`src/rtl/cmd_dispatch_pkg.sv`:
```
package cmd_dispatch_pkg;
  typedef enum logic [1:0] {
    ST_SEL  = 2'd0,
    ST_LEN  = 2'd1,
    ST_DATA = 2'd2,
    ST_TAIL = 2'd3
  } disp_state_e;

  localparam int SEL_PROTO_BIT = 0;  // 1 = I2C
  localparam int SEL_TGT_LSB   = 1;
endpackage

```
`src/rtl/clk_en_div.sv`:
```
module clk_en_div #(
  parameter int DIV = 4
) (
  input  logic clk_i,
  input  logic rst_ni,
  output logic tick_o
);
  localparam int CW = (DIV > 1) ? $clog2(DIV) : 1;
  localparam logic [CW-1:0] LAST = CW'(DIV - 1);

  logic [CW-1:0] cnt_q;

  always_ff @(posedge clk_i or negedge rst_ni) begin
    if (!rst_ni) begin
      cnt_q  <= '0;
      tick_o <= 1'b0;
    end else if (cnt_q == LAST) begin
      cnt_q  <= '0;
      tick_o <= 1'b1;
    end else begin
      cnt_q  <= cnt_q + CW'(1);
      tick_o <= 1'b0;
    end
  end

  if (DIV > 1) begin : g_chk
    assert_tick_single_R6: assert property (@(posedge clk_i) disable iff (!rst_ni)
      tick_o |=> !tick_o);
  end
endmodule

```
`src/rtl/spi_tx.sv`:
```
module spi_tx #(
  parameter int W = 8
) (
  input  logic         clk_i,
  input  logic         rst_ni,
  input  logic         half_tick_i,
  input  logic         load_i,
  input  logic [W-1:0] data_i,
  output logic         sclk_o,
  output logic         mosi_o,
  output logic         busy_o
);
  localparam int CW = $clog2(W);
  localparam logic [CW-1:0] LAST = CW'(W - 1);

  logic [W-1:0]  sh_q;
  logic [CW-1:0] bit_q;

  always_ff @(posedge clk_i or negedge rst_ni) begin
    if (!rst_ni) begin
      sh_q   <= '0;
      bit_q  <= '0;
      sclk_o <= 1'b0;
      busy_o <= 1'b0;
    end else if (load_i) begin
      sh_q   <= data_i;
      bit_q  <= '0;
      sclk_o <= 1'b0;
      busy_o <= 1'b1;
    end else if (busy_o && half_tick_i) begin
      if (!sclk_o) begin
        sclk_o <= 1'b1;
      end else begin
        sclk_o <= 1'b0;
        if (bit_q == LAST) begin
          busy_o <= 1'b0;
        end else begin
          bit_q <= bit_q + CW'(1);
          sh_q  <= {sh_q[W-2:0], 1'b0};
        end
      end
    end
  end

  assign mosi_o = sh_q[W-1];

  assert_mosi_hold_R1: assert property (@(posedge clk_i) disable iff (!rst_ni)
    sclk_o |-> $stable(mosi_o));
  assert_idle_low_R8: assert property (@(posedge clk_i) disable iff (!rst_ni)
    !busy_o |-> !sclk_o);
endmodule

```
`src/rtl/cmd_parser.sv`:
```
module cmd_parser
  import cmd_dispatch_pkg::*;
#(
  parameter int DW      = 8,
  parameter int NUM_CS  = 2,
  parameter int SPI_DIV = 4
) (
  input  logic              clk_i,
  input  logic              rst_ni,
  input  logic              in_valid_i,
  input  logic [DW-1:0]     in_data_i,
  output logic              in_ready_o,
  output logic              spi_load_o,
  output logic [DW-1:0]     spi_data_o,
  input  logic              spi_busy_i,
  output logic [NUM_CS-1:0] cs_n_o,
  output logic              i2c_valid_o,
  output logic [DW-1:0]     i2c_data_o,
  input  logic              i2c_ready_i
);
  localparam int LEN_W = DW + 1;
  localparam int TGT_W = (NUM_CS > 1) ? $clog2(NUM_CS) : 1;
  localparam int GW    = $clog2(SPI_DIV);
  localparam logic [GW-1:0] GLAST = GW'(SPI_DIV - 1);

  disp_state_e      state_q;
  logic             i2c_q;
  logic [TGT_W-1:0] tgt_q;
  logic [LEN_W-1:0] rem_q;
  logic [GW-1:0]    guard_q;
  logic             accept;
  logic             spi_on;

  always_comb begin
    unique case (state_q)
      ST_SEL, ST_LEN: in_ready_o = 1'b1;
      ST_DATA:        in_ready_o = i2c_q ? !i2c_valid_o : !spi_busy_i;
      default:        in_ready_o = 1'b0;
    endcase
  end

  assign accept     = in_valid_i && in_ready_o;
  assign spi_load_o = accept && (state_q == ST_DATA) && !i2c_q;
  assign spi_data_o = in_data_i;
  assign spi_on     = !i2c_q && ((state_q == ST_DATA) || (state_q == ST_TAIL));

  for (genvar i = 0; i < NUM_CS; i++) begin : g_cs
    assign cs_n_o[i] = !(spi_on && (tgt_q == TGT_W'(i)));
  end

  always_ff @(posedge clk_i or negedge rst_ni) begin
    if (!rst_ni) begin
      state_q <= ST_SEL;
      i2c_q   <= 1'b0;
      tgt_q   <= '0;
      rem_q   <= '0;
      guard_q <= '0;
    end else begin
      unique case (state_q)
        ST_SEL: if (accept) begin
          i2c_q   <= in_data_i[SEL_PROTO_BIT];
          tgt_q   <= in_data_i[SEL_TGT_LSB +: TGT_W];
          state_q <= ST_LEN;
        end
        ST_LEN: if (accept) begin
          rem_q   <= (in_data_i == '0) ? LEN_W'(1 << DW) : {1'b0, in_data_i};
          state_q <= ST_DATA;
        end
        ST_DATA: if (accept) begin
          rem_q   <= rem_q - LEN_W'(1);
          guard_q <= '0;
          if (rem_q == LEN_W'(1)) state_q <= ST_TAIL;
        end
        default: begin
          if (i2c_q) begin
            if (!i2c_valid_o || i2c_ready_i) state_q <= ST_SEL;
          end else if (!spi_busy_i) begin
            // hold select one full bit period past the last falling edge
            if (guard_q == GLAST) state_q <= ST_SEL;
            else                  guard_q <= guard_q + GW'(1);
          end
        end
      endcase
    end
  end

  always_ff @(posedge clk_i or negedge rst_ni) begin
    if (!rst_ni) begin
      i2c_valid_o <= 1'b0;
      i2c_data_o  <= '0;
    end else if (accept && (state_q == ST_DATA) && i2c_q) begin
      i2c_valid_o <= 1'b1;
      i2c_data_o  <= in_data_i;
    end else if (i2c_ready_i) begin
      i2c_valid_o <= 1'b0;
    end
  end

  assert_cs_onehot_R3: assert property (@(posedge clk_i) disable iff (!rst_ni)
    $onehot0(~cs_n_o));
  assert_i2c_no_cs_R2: assert property (@(posedge clk_i) disable iff (!rst_ni)
    i2c_valid_o |-> (&cs_n_o));
  assert_i2c_hold_R10: assert property (@(posedge clk_i) disable iff (!rst_ni)
    (i2c_valid_o && !i2c_ready_i) |=> (i2c_valid_o && $stable(i2c_data_o)));
  assert_no_load_busy_R8: assert property (@(posedge clk_i) disable iff (!rst_ni)
    spi_load_o |-> !spi_busy_i);
endmodule

```
`src/rtl/cmd_dispatch.sv`:
```
module cmd_dispatch #(
  parameter int DW      = 8,
  parameter int NUM_CS  = 2,
  parameter int SPI_DIV = 4,
  parameter int I2C_DIV = 80
) (
  input  logic              clk_i,
  input  logic              rst_ni,
  input  logic              in_valid_i,
  input  logic [DW-1:0]     in_data_i,
  output logic              in_ready_o,
  output logic              spi_sclk_o,
  output logic              spi_mosi_o,
  output logic [NUM_CS-1:0] spi_cs_n_o,
  output logic              i2c_valid_o,
  output logic [DW-1:0]     i2c_data_o,
  input  logic              i2c_ready_i,
  output logic              i2c_tick_o
);
  localparam int SPI_HALF = SPI_DIV / 2;

  logic          spi_half_tick;
  logic          spi_load;
  logic [DW-1:0] spi_data;
  logic          spi_busy;

  clk_en_div #(.DIV(SPI_HALF)) i_spi_div (
    .clk_i  (clk_i),
    .rst_ni (rst_ni),
    .tick_o (spi_half_tick)
  );

  clk_en_div #(.DIV(I2C_DIV)) i_i2c_div (
    .clk_i  (clk_i),
    .rst_ni (rst_ni),
    .tick_o (i2c_tick_o)
  );

  cmd_parser #(.DW(DW), .NUM_CS(NUM_CS), .SPI_DIV(SPI_DIV)) i_parser (
    .clk_i       (clk_i),
    .rst_ni      (rst_ni),
    .in_valid_i  (in_valid_i),
    .in_data_i   (in_data_i),
    .in_ready_o  (in_ready_o),
    .spi_load_o  (spi_load),
    .spi_data_o  (spi_data),
    .spi_busy_i  (spi_busy),
    .cs_n_o      (spi_cs_n_o),
    .i2c_valid_o (i2c_valid_o),
    .i2c_data_o  (i2c_data_o),
    .i2c_ready_i (i2c_ready_i)
  );

  spi_tx #(.W(DW)) i_spi_tx (
    .clk_i       (clk_i),
    .rst_ni      (rst_ni),
    .half_tick_i (spi_half_tick),
    .load_i      (spi_load),
    .data_i      (spi_data),
    .sclk_o      (spi_sclk_o),
    .mosi_o      (spi_mosi_o),
    .busy_o      (spi_busy)
  );

  assert_sclk_under_cs_R7: assert property (@(posedge clk_i) disable iff (!rst_ni)
    spi_sclk_o |-> !(&spi_cs_n_o));
endmodule

```
`config.mk`:
```
export PLATFORM = sky130hd
export DESIGN_NAME = cmd_dispatch
export DESIGN_NICKNAME = d
export VERILOG_FILES = /design/src/rtl/cmd_dispatch_pkg.sv /design/src/rtl/clk_en_div.sv /design/src/rtl/spi_tx.sv /design/src/rtl/cmd_parser.sv /design/src/rtl/cmd_dispatch.sv
export SDC_FILE = /design/constraint.sdc
export NUM_CORES = 1
export LEC_CHECK = 0
export BUFFER_PORTS_ARGS = -buffer_cell sky130_fd_sc_hd__buf_4
export CAP_MARGIN = 5
export CORE_UTILIZATION = 57
export CTS_CLUSTER_DIAMETER = 60
export CTS_CLUSTER_SIZE = 28
export DETAILED_ROUTE_END_ITERATION = 6
export GPL_ROUTABILITY_DRIVEN = 0
export PLACE_DENSITY_LB_ADDON = 0.08
export SETUP_SLACK_MARGIN = 0.3
export SYNTH_ARGS = -nofsm -noshare
export SYNTH_HDL_FRONTEND = slang
export SYNTH_HIERARCHICAL = 1
export SYNTH_SLANG_ARGS = --single-unit
```
`constraint.sdc`:
```
create_clock -name clk_i -period 2.2 [get_ports clk_i]
set_input_delay 0.44 -clock clk_i [delete_from_list [all_inputs] [get_ports clk_i]]
set_output_delay 0.44 -clock clk_i [all_outputs]
set_load 0.05 [all_outputs]
```
==> impl_metrics.env, run 1 <==
export IMPL_vias_per_cell=5.74
export IMPL_synth_edf_count=0
export IMPL_ctsLongestPathBuffers=2
export IMPL_synth_seq_cells=47
export IMPL_drt_iter0_markers=84
export IMPL_fmax_ghz=0.486
export IMPL_layout_drive_gt1_share=0.402
export IMPL_placed_area_um2=2780
export IMPL_leakagePower_nw=1.53
export IMPL_crit_arrival_ns=1.62
export IMPL_num_vias=1941
export IMPL_cts_buffers=5
export IMPL_fin_skew_ns=0.00540
export IMPL_areaGrowthSynthToFinish_pct=28.1
export IMPL_synth_area_leader_cell="dfrtp_1"
export IMPL_wl_per_cell_um=17.0
export IMPL_criticalPathCategory="reg -> out"
export IMPL_cts_tree="yes"
export IMPL_grt_overflow=0
export IMPL_antenna_cells=0
export IMPL_die_w_um=69.6
export IMPL_htreeDepth=2
export IMPL_cp_required_ns=1.76
export IMPL_ys_seq_area_frac=0.452
export IMPL_status="finished clean"
export IMPL_die_y_um=69.6
export IMPL_synth_async_reset_ratio=1.00
export IMPL_cellPowerDensity_nw_per_um2=1590
export IMPL_worst_setup_path_end_kind="primary output"
export IMPL_finalHoldWorstSlack_ns=0.138
export IMPL_drtPass1Iterations=4
export IMPL_slew_viol_final=0
export IMPL_tightest_slew_ns=0.612
export IMPL_antenna_found_initial=0
export IMPL_yosysMostFrequentCell="dfrtp_1"
export IMPL_max_cap_viol_count=0
export IMPL_pin_count=27
export IMPL_totalWireLength_mm=5.75
export IMPL_cts_reportedPaths_clkPinSlew_ns=0.09
export IMPL_grt_use_total=0.229
export IMPL_syn_area_um2=2600
export IMPL_rr_worst_depth=7
export IMPL_syn_inst=241
export IMPL_grt_max_degree=48
export IMPL_fin_nets=308
export IMPL_io_buffer_count=26
export IMPL_start_util=0.594
export IMPL_setup_ws_ns=0.144
export IMPL_synthTopCellsByCount="dfrtp_1, nand2_1, nor2_1"
export IMPL_post_route_period_util=0.935
export IMPL_die_area_um2=4840
export IMPL_tns_ns=0
export IMPL_postSynthAreaPerCell_um2=10.8
export IMPL_syn_nets=264
export IMPL_crit_path_max_fanout=11
export IMPL_yosys_warnings=6
export IMPL_synth_distinct_cells=56
export IMPL_r2r_slack_ns=0.19
export IMPL_cts_root_buf="clkbuf_8"
export IMPL_power_frac_seq=0.295
export IMPL_clk_latency_ns=0.30
export IMPL_p_int_mw=3.03
export IMPL_final_area_um2=3330
export IMPL_path_cells="mux2i_2 > a21oi_4 > nor2_4 > buf_8"
export IMPL_hold_viol=0
export IMPL_rsz0062_at_grt="true"
export IMPL_setup_viol=0
export IMPL_critPathMaxStageDelay_ns=0.56
export IMPL_period_needed_ns=2.06
export IMPL_dp_hpwl_mm=3.37
export IMPL_ys_top_cells_by_area="dfrtp_1, ha_1, mux2_2"
export IMPL_combinationalPowerShare=0.565
export IMPL_ys_flop_type="dfrtp_1"
export IMPL_grt_pass1_wl_mm=8.65
export IMPL_dpl_worst_slack_ns=-0.0751
export IMPL_synth_top_area_share=0.452
export IMPL_std_cell_rows=24
export IMPL_clkPwrFrac=0.140
export IMPL_grt_pass1_vias=1804
export IMPL_vdd_drop_max_v=0.00102
export IMPL_hold_class="in -> async"
export IMPL_cp_start_kind="flop"
export IMPL_detail_route_antenna_nets=0
export IMPL_max_slew_margin=0.592
export IMPL_post_layout_total_power_mw=5.31
export IMPL_clock_sinks=47
export IMPL_core_um2=4380
export IMPL_swShare=0.430
export IMPL_cts_hold_buf=0
export IMPL_cp_slowest_cell="dfrtp_2"
export IMPL_drc=0
export IMPL_power_switching_mw=2.28
## placed cells by master (no fill, tap or decap), types with 6 or more instances in the layout
master | netlist | final
mux2i_1 | 11 | 10
dfrtp_1 | 47 | 44
buf_4 | 8 | 42
mux2_2 | 11 | 10
o21ai_0 | 7 | 7
ha_1 | 11 | 6
inv_1 | 8 | 6
o21ai_1 | 6 | 6
buf_6 | 4 | 8
nor2_1 | 19 | 15
nand2_1 | 21 | 21
## final cells by class
type                    count  area (µm²)
clock inverters             2        60.1
well taps                  52        65.1
fillers                   304        1050
multi-input cells         169        1440
flip-flops and latches     47        1180
inverters                   8        32.5
repair buffers             54         480
clock buffers               6        72.6
## timing repair
action	4_1_cts	5_1_grt
setup buffers	11	11
endpoints found under the setup margin	31	33
endpoints found under the hold margin	0	0
cloned	0	2
gates resized for setup	21	28
pin swaps	9	12
## logic make-up after synthesis
group / Yosys count / share of synthesized area
DFF: 47 / 0.452
adders and majority gates: 11 / 0.0529
muxes: 23 / 0.0957
and+or+nand+nor: 82 / 0.174
AOI/OAI and AO/OA: 47 / 0.144
xor gates and xnor gates: 5 / 0.0168
buffers and inverters: 26 / 0.0644
## routing by layer
metal	vias to the layer above	wire length [µm]	share of wire	track usage
met5	-	0	0	0
met4	0	80	0.014	0.0748
met3	9	294	0.051	0.0567
met2	48	2850	0.50	0.345
met1	938	2530	0.44	0.324
li1	946	-	-	-
## final timing paths
kind                                      from                     end
setup / recovery                i_parser/i2c_q              in_ready_o
hold / removal                          rst_ni     i_parser/guard_q[0]
setup reg to reg           i_parser/state_q[0]  i_parser/i2c_data_o[0]
hold reg to reg                i_spi_div/cnt_q        i_spi_div/tick_o
max in group asynchronous               rst_ni     i_parser/state_q[0]
min in group clk_i                in_data_i[2]        i_spi_tx/sh_q[2]
## registers in the layout, indices dropped and copies added (netlist names), 2 cells and up
| signal | flops |
|---|---|
| i_parser/i2c_data_o | 8 |
| i_parser/state_q | 2 |
| i_spi_tx/bit_q | 3 |
| i_parser/rem_q | 9 |
| i_i2c_div/cnt_q | 7 |
| i_spi_tx/sh_q | 8 |
| i_parser/guard_q | 2 |
## power groups by stage
stage	clock [mW]	combinational [mW]	sequential, mW
6_report	0.745	3.00	1.57
5_1_grt	0.796	3.24	1.63
4_1_cts	0.760	2.57	1.53
3_5_place_dp	0	2.25	1.52
3_3_place_gp	0	2.21	1.51
2_1_floorplan	0	1.51	1.77
## critical path: cells and delay by family (launching register included)
kind	cells	cell delay, ns
AND/OR/NAND/NOR	1	0.10
buffers and inverters	1	0.15
multiplexers	1	0.40
flip-flops	1	0.56
AO/OA/AOI/OAI	1	0.11
## per-stage QoR
| step | cells | utilization |
|---|---|---|
| after floorplan | 241 | - |
| after global placement | 306 | 0.634 |
| after detailed placement | 306 | 0.634 |
| after CTS | 325 | 0.704 |
| after global routing | 338 | 0.761 |
| final | 338 | 0.761 |
(Power assumes the default switching activity.)
==> run 2: changes to the inputs <==
ABC_AREA = 1   (was unset)
==> impl_metrics.env, run 2 <==
export IMPL_r2r_slack_ns=0.34
export IMPL_slew_viol_final=0
export IMPL_start_util=0.593
export IMPL_yosys_warnings=6
export IMPL_cts_reportedPaths_clkPinSlew_ns=0.09
export IMPL_largest_register_ffs=9
export IMPL_cts_buffers=5
export IMPL_die_y_um=72.4
export IMPL_rsz0062_at_grt="true"
export IMPL_syn_nets=389
export IMPL_pin_count=27
export IMPL_cts_hold_buf=0
export IMPL_fillers=388
export IMPL_synthTopCellsByCount="nand2_1, dfrtp_1, nand3_1"
export IMPL_final_common_cell="nand2_1"
export IMPL_fin_skew_ns=0.00969
export IMPL_htreeDepth=2
export IMPL_fin_nets=431
export IMPL_ys_flop_type="dfrtp_1"
export IMPL_period_needed_ns=1.97
export IMPL_hold_class="in -> async"
export IMPL_areaGrowthSynthToFinish_pct=20.0
export IMPL_die_area_um2=5240
export IMPL_grt_overflow=0
export IMPL_syn_area_um2=2820
export IMPL_syn_inst=366
export IMPL_tightest_slew_ns=0.596
export IMPL_stdcell_count=475
export IMPL_clock_sinks=47
export IMPL_layout_common_cells="nand2_1, nand3_1, dfrtp_1"
export IMPL_fmax_ghz=0.508
export IMPL_io_buffer_count=26
export IMPL_dpl_worst_slack_ns=-0.0171
export IMPL_synth_edf_count=0
export IMPL_placed_cells=450
export IMPL_ctsLongestPathBuffers=2
export IMPL_status="finished clean"
export IMPL_synth_distinct_cells=33
export IMPL_drc=0
export IMPL_hold_viol=0
export IMPL_grt_use_total=0.252
export IMPL_totalWireLength_mm=6.27
export IMPL_dp_hpwl_mm=4.09
export IMPL_largest_register="i_parser/rem_q"
export IMPL_leakagePower_nw=1.77
export IMPL_clk_latency_ns=0.30
export IMPL_finalHoldWorstSlack_ns=0.133
export IMPL_grt_pass1_vias=2195
export IMPL_post_route_period_util=0.895
export IMPL_synth_area_leader_cell="dfrtp_1"
export IMPL_antenna_cells=0
export IMPL_die_w_um=72.4
export IMPL_ys_top_cells_by_area="dfrtp_1, nand2_1, nand3_1"
export IMPL_criticalPathCategory="reg -> out"
export IMPL_reg_largest_list="i_parser/rem_q x9, i_parser/i2c_data_o x8, i_spi_tx/sh_q x8"
export IMPL_detail_route_antenna_nets=0
export IMPL_grt_pass1_wl_mm=10.2
export IMPL_max_cap_viol_count=0
export IMPL_cp_start_kind="flop"
export IMPL_yosysMostFrequentCell="nand2_1"
export IMPL_num_vias=2454
export IMPL_setup_viol=0
export IMPL_synth_top_area_share=0.417
export IMPL_cts_root_buf="clkbuf_8"
export IMPL_postSynthAreaPerCell_um2=7.71
export IMPL_synth_async_reset_ratio=1.00
export IMPL_max_slew_margin=0.603
export IMPL_drt_iter0_markers=142
export IMPL_worst_setup_path_end_kind="primary output"
export IMPL_cp_required_ns=1.76
export IMPL_cts_tree="yes"
export IMPL_final_area_um2=3390
export IMPL_setup_ws_ns=0.232
export IMPL_synth_seq_cells=47
export IMPL_antenna_found_initial=0
export IMPL_drtPass1Iterations=4
export IMPL_placed_area_um2=3020
export IMPL_cellPowerDensity_nw_per_um2=1440
export IMPL_grt_max_degree=48
export IMPL_core_um2=4750
export IMPL_vias_per_cell=5.17
export IMPL_crit_path_max_fanout=4
export IMPL_ys_seq_area_frac=0.417
export IMPL_std_cell_rows=25
export IMPL_layout_drive_gt1_share=0.252
export IMPL_vdd_drop_max_v=0.000813
export IMPL_crit_arrival_ns=1.53
export IMPL_wl_per_cell_um=13.2
-- run 2: cell types whose count changed after synthesis, sizes merged, moves of 4 or more --
cell	before	now
nor2b	5	0
o21ai	14	8
nand2	21	128
mux2i	11	0
nand3	6	50
nor3	6	2
mux2	12	0
nor2	19	37
o21bai	1	11
inv	8	38
-- run 2: what timing repair did --
item                                    CTS  global route
cloned                                    0             2
gates resized for setup                  23            15
buffers inserted                          6            10
endpoints found under the setup margin   16            21
pin swaps                                 5             7
-- run 2: final cells by class --
| class | count | area, µm² | share of cell area |
|---|---|---|---|
| Multi-Input combinational cell | 262 | 1420 | 0.420 |
| Inverter | 39 | 168 | 0.0495 |
| Tap cell | 67 | 83.8 | 0.0248 |
| Timing Repair inverter | 2 | 17.5 | 0.00517 |
| Clock buffer | 5 | 68.8 | 0.0203 |
| Sequential cell | 47 | 1180 | 0.348 |
| Clock inverter | 2 | 13.8 | 0.00406 |
| Timing Repair Buffer | 51 | 435 | 0.129 |
-- run 2: stage by stage --
step | util | total power, mW | setup TNS, ns
2_1_floorplan | - | 3.29 | 0
6_report | 0.712 | 4.88 | 0
3_5_place_dp | 0.636 | 3.91 | -0.0669
3_3_place_gp | 0.636 | 3.86 | 0
5_1_grt | 0.712 | 5.28 | 0
4_1_cts | 0.678 | 4.65 | 0
-- run 2: path summary, 6_finish.rpt --
| kind | start | end | cells past startpoint |
|---|---|---|---|
| max | i_parser/state_q[0] | in_ready_o | 7 |
| min in group clk_i | i2c_ready_i | i_parser/i2c_valid_o | 2 |
| max reg2reg | i_parser/state_q[0] | i_spi_tx/sh_q[2] | 13 |
| min reg2reg | i_spi_div/cnt_q | i_spi_div/tick_o | 0 |
| min | rst_ni | i_parser/state_q[1] | 1 |
| max in group asynchronous | rst_ni | i_parser/rem_q[6] | 1 |
-- run 2: kinds of logic (layout without fill, tap and decap cells) --
family,count (synthesis),count (layout),synth area share
adder cells (fa/ha/maj),11,11,0.0488
XOR/XNOR,2,2,0.00621
buffers and inverters,57,99,0.106
AO/OA/AOI/OAI,27,27,0.0665
flip-flops,47,47,0.417
AND/OR/NAND/NOR,222,222,0.356
-- run 2: worst max-delay path: stages (launching register included) --
cell	delay [ns]
dfrtp_2	0.46
buf_4	0.16
ha_4	0.16
nor2_4	0.11
nand2_4	0.08
nand2_4	0.08
inv_2	0.04
buf_8	0.14
-- run 2: metal layers --
metal,routed length (µm),track usage
met5,0,0
met4,36,0.0610
met2,3050,0.406
met1,2940,0.356
met3,241,0.0444
-- run 2: report_power, final --
group	internal (mW)	switching, mW	leakage (nW)
combinational	1.14	1.79	1.14
clock	0.218	0.283	0.0440
sequential	1.18	0.269	0.582
==> run 3: changes to the inputs <==
CORE_ASPECT_RATIO = 0.7   (was unset)
SYNTH_HIERARCHICAL = unset   (was 1)
==> impl_metrics.env, run 3 <==
export IMPL_std_cell_rows=20
export IMPL_tns_ns=0
export IMPL_core_um2=4380
export IMPL_cts_root_buf="clkbuf_8"
export IMPL_fin_nets=384
export IMPL_placed_cells=398
export IMPL_leakagePower_nw=1.62
export IMPL_areaGrowthSynthToFinish_pct=18.7
export IMPL_antenna_found_initial=0
export IMPL_syn_inst=322
export IMPL_cts_reportedPaths_clkPinSlew_ns=0.08
export IMPL_cts_buffers=5
export IMPL_largest_register="i_parser.rem_q"
export IMPL_max_cap_viol_count=0
export IMPL_synth_distinct_cells=30
export IMPL_vdd_drop_max_v=0.00101
export IMPL_syn_area_um2=2620
export IMPL_drc=0
export IMPL_tightest_slew_ns=0.589
export IMPL_yosys_warnings=0
export IMPL_cp_start_kind="flop"
export IMPL_dpl_worst_slack_ns=0.331
export IMPL_grt_use_total=0.246
export IMPL_rsz0062_at_grt="true"
export IMPL_die_area_um2=4880
export IMPL_io_buffer_count=26
export IMPL_criticalPathCategory="reg -> out"
export IMPL_slew_viol_final=0
export IMPL_grt_pass1_vias=1921
export IMPL_fillers=351
export IMPL_cp_required_ns=1.76
export IMPL_setup_viol=0
export IMPL_clock_sinks=47
export IMPL_max_slew_margin=0.607
export IMPL_grt_pass1_wl_mm=9.32
export IMPL_reg_largest_list="i_parser.rem_q x9, i_parser.i2c_data_o x8, i_spi_tx.sh_q x8"
export IMPL_hold_class="in -> async"
export IMPL_postSynthAreaPerCell_um2=8.15
export IMPL_placed_area_um2=2870
export IMPL_synth_seq_cells=47
export IMPL_fin_skew_ns=0.00764
export IMPL_layout_drive_gt1_share=0.229
export IMPL_start_util=0.599
export IMPL_rr_worst_depth=10
export IMPL_fmax_ghz=0.524
export IMPL_r2r_start="i_parser.state_q[1]"
export IMPL_synth_top_area_share=0.448
export IMPL_worst_setup_path_end_kind="primary output"
export IMPL_pin_count=27
export IMPL_crit_path_max_fanout=5
export IMPL_ys_top_cells_by_area="dfrtp_1, nand2_1, inv_1"
export IMPL_stdcell_count=417
export IMPL_die_w_um=83.1
export IMPL_dp_hpwl_mm=3.84
export IMPL_grt_max_degree=48
export IMPL_die_y_um=58.8
export IMPL_detail_route_antenna_nets=0
export IMPL_vias_per_cell=5.11
export IMPL_syn_nets=345
export IMPL_crit_arrival_ns=1.47
export IMPL_final_common_cell="nand2_1"
export IMPL_wl_per_cell_um=13.0
export IMPL_post_route_period_util=0.867
export IMPL_yosysMostFrequentCell="nand2_1"
export IMPL_drt_iter0_markers=97
export IMPL_ys_flop_type="dfrtp_1"
export IMPL_largest_register_ffs=9
export IMPL_num_vias=2130
export IMPL_totalWireLength_mm=5.42
export IMPL_cellPowerDensity_nw_per_um2=1370
export IMPL_cts_tree="yes"
export IMPL_clk_latency_ns=0.30
export IMPL_hold_viol=0
export IMPL_layout_common_cells="nand2_1, inv_1, dfrtp_1"
export IMPL_ys_seq_area_frac=0.448
export IMPL_r2r_slack_ns=0.40
export IMPL_synth_area_leader_cell="dfrtp_1"
export IMPL_final_area_um2=3110
export IMPL_grt_overflow=0
export IMPL_htreeDepth=2
export IMPL_ctsLongestPathBuffers=2
export IMPL_synthTopCellsByCount="nand2_1, inv_1, dfrtp_1"
export IMPL_drtPass1Iterations=4
export IMPL_period_needed_ns=1.91
export IMPL_setup_ws_ns=0.293
export IMPL_antenna_cells=0
export IMPL_regToRegEndpoint="i_parser.i2c_q"
export IMPL_status="finished clean"
export IMPL_synth_edf_count=0
export IMPL_synth_async_reset_ratio=1.00
run 3: through the flow:
step	util	hold WS, ns	power (mW)
2_1_floorplan	-	0.144	2.93
3_3_place_gp	0.655	0.366	3.37
3_5_place_dp	0.655	0.369	3.43
4_1_cts	0.697	0.168	4.17
5_1_grt	0.711	0.171	4.63
6_report	0.711	0.144	4.28
run 3: final cells by class:
type | instances | area [µm²] | area share
timing repair buffer | 40 | 315 | 0.101
tap | 55 | 68.8 | 0.0221
sequential | 47 | 1180 | 0.378
clock inverter | 1 | 5.00 | 0.00161
clock buffer | 7 | 76.3 | 0.0245
multi-input combinational | 215 | 1270 | 0.409
inverter | 52 | 198 | 0.0635
run 3: cells by family after synthesis:
| kind of cell | synth area share |
|---|---|
| compound gates | 0.129 |
| xor+xnor | 0.0167 |
| fa+ha+maj | 0.0525 |
| buf+inv | 0.0944 |
| flops | 0.448 |
| simple gates | 0.259 |
run 3: what timing repair did:
item                       4_1_cts  5_1_grt
hold buffers                     0        0
setup endpoints to repair        3       15
pin swaps                        1        3
buffers inserted                 5        6
gates resized for setup         16        5
run 3: power by group:
part           switching, mW  total, mW  internal (mW)
registers              0.226       1.39           1.17
clock network          0.279      0.503          0.224
logic                   1.48       2.38          0.897
total                   1.99       4.28           2.29
run 3: critical path, stage by stage, from the launching register on:
cell and delay [ns]:
dfrtp_2 0.48, inv_4 0.10, ha_4 0.16, nand3_4 0.09
a21oi_4 0.17, buf_6 0.18
run 3: worst max-delay path by stage:
| stage | startpoint | endpoint | slack, ns | cells after the start |
|---|---|---|---|---|
| 6_report | i_parser.state_q[0] | in_ready_o | 0.29 | 5 |
| 4_1_cts | i_parser.state_q[0] | in_ready_o | 0.30 | 5 |
| 3_3_place_gp | i_parser.state_q[0] | i_parser.guard_q[1] | 0.40 | 9 |
| 2_1_floorplan | i_parser.state_q[0] | spi_cs_n_o[0] | 0.31 | 7 |
| 3_5_place_dp | i_parser.state_q[0] | i_parser.guard_q[1] | 0.33 | 9 |
| 5_1_grt | i_parser.state_q[0] | in_ready_o | 0.21 | 5 |
run 3: layer usage:
metal  global-route usage  up-vias  share of wire
li1                     -     1110              -
met1                0.374      963           0.52
met2                0.357       51           0.42
met3               0.0617        6          0.055
met4               0.0517        0         0.0061
met5                    0        -              0
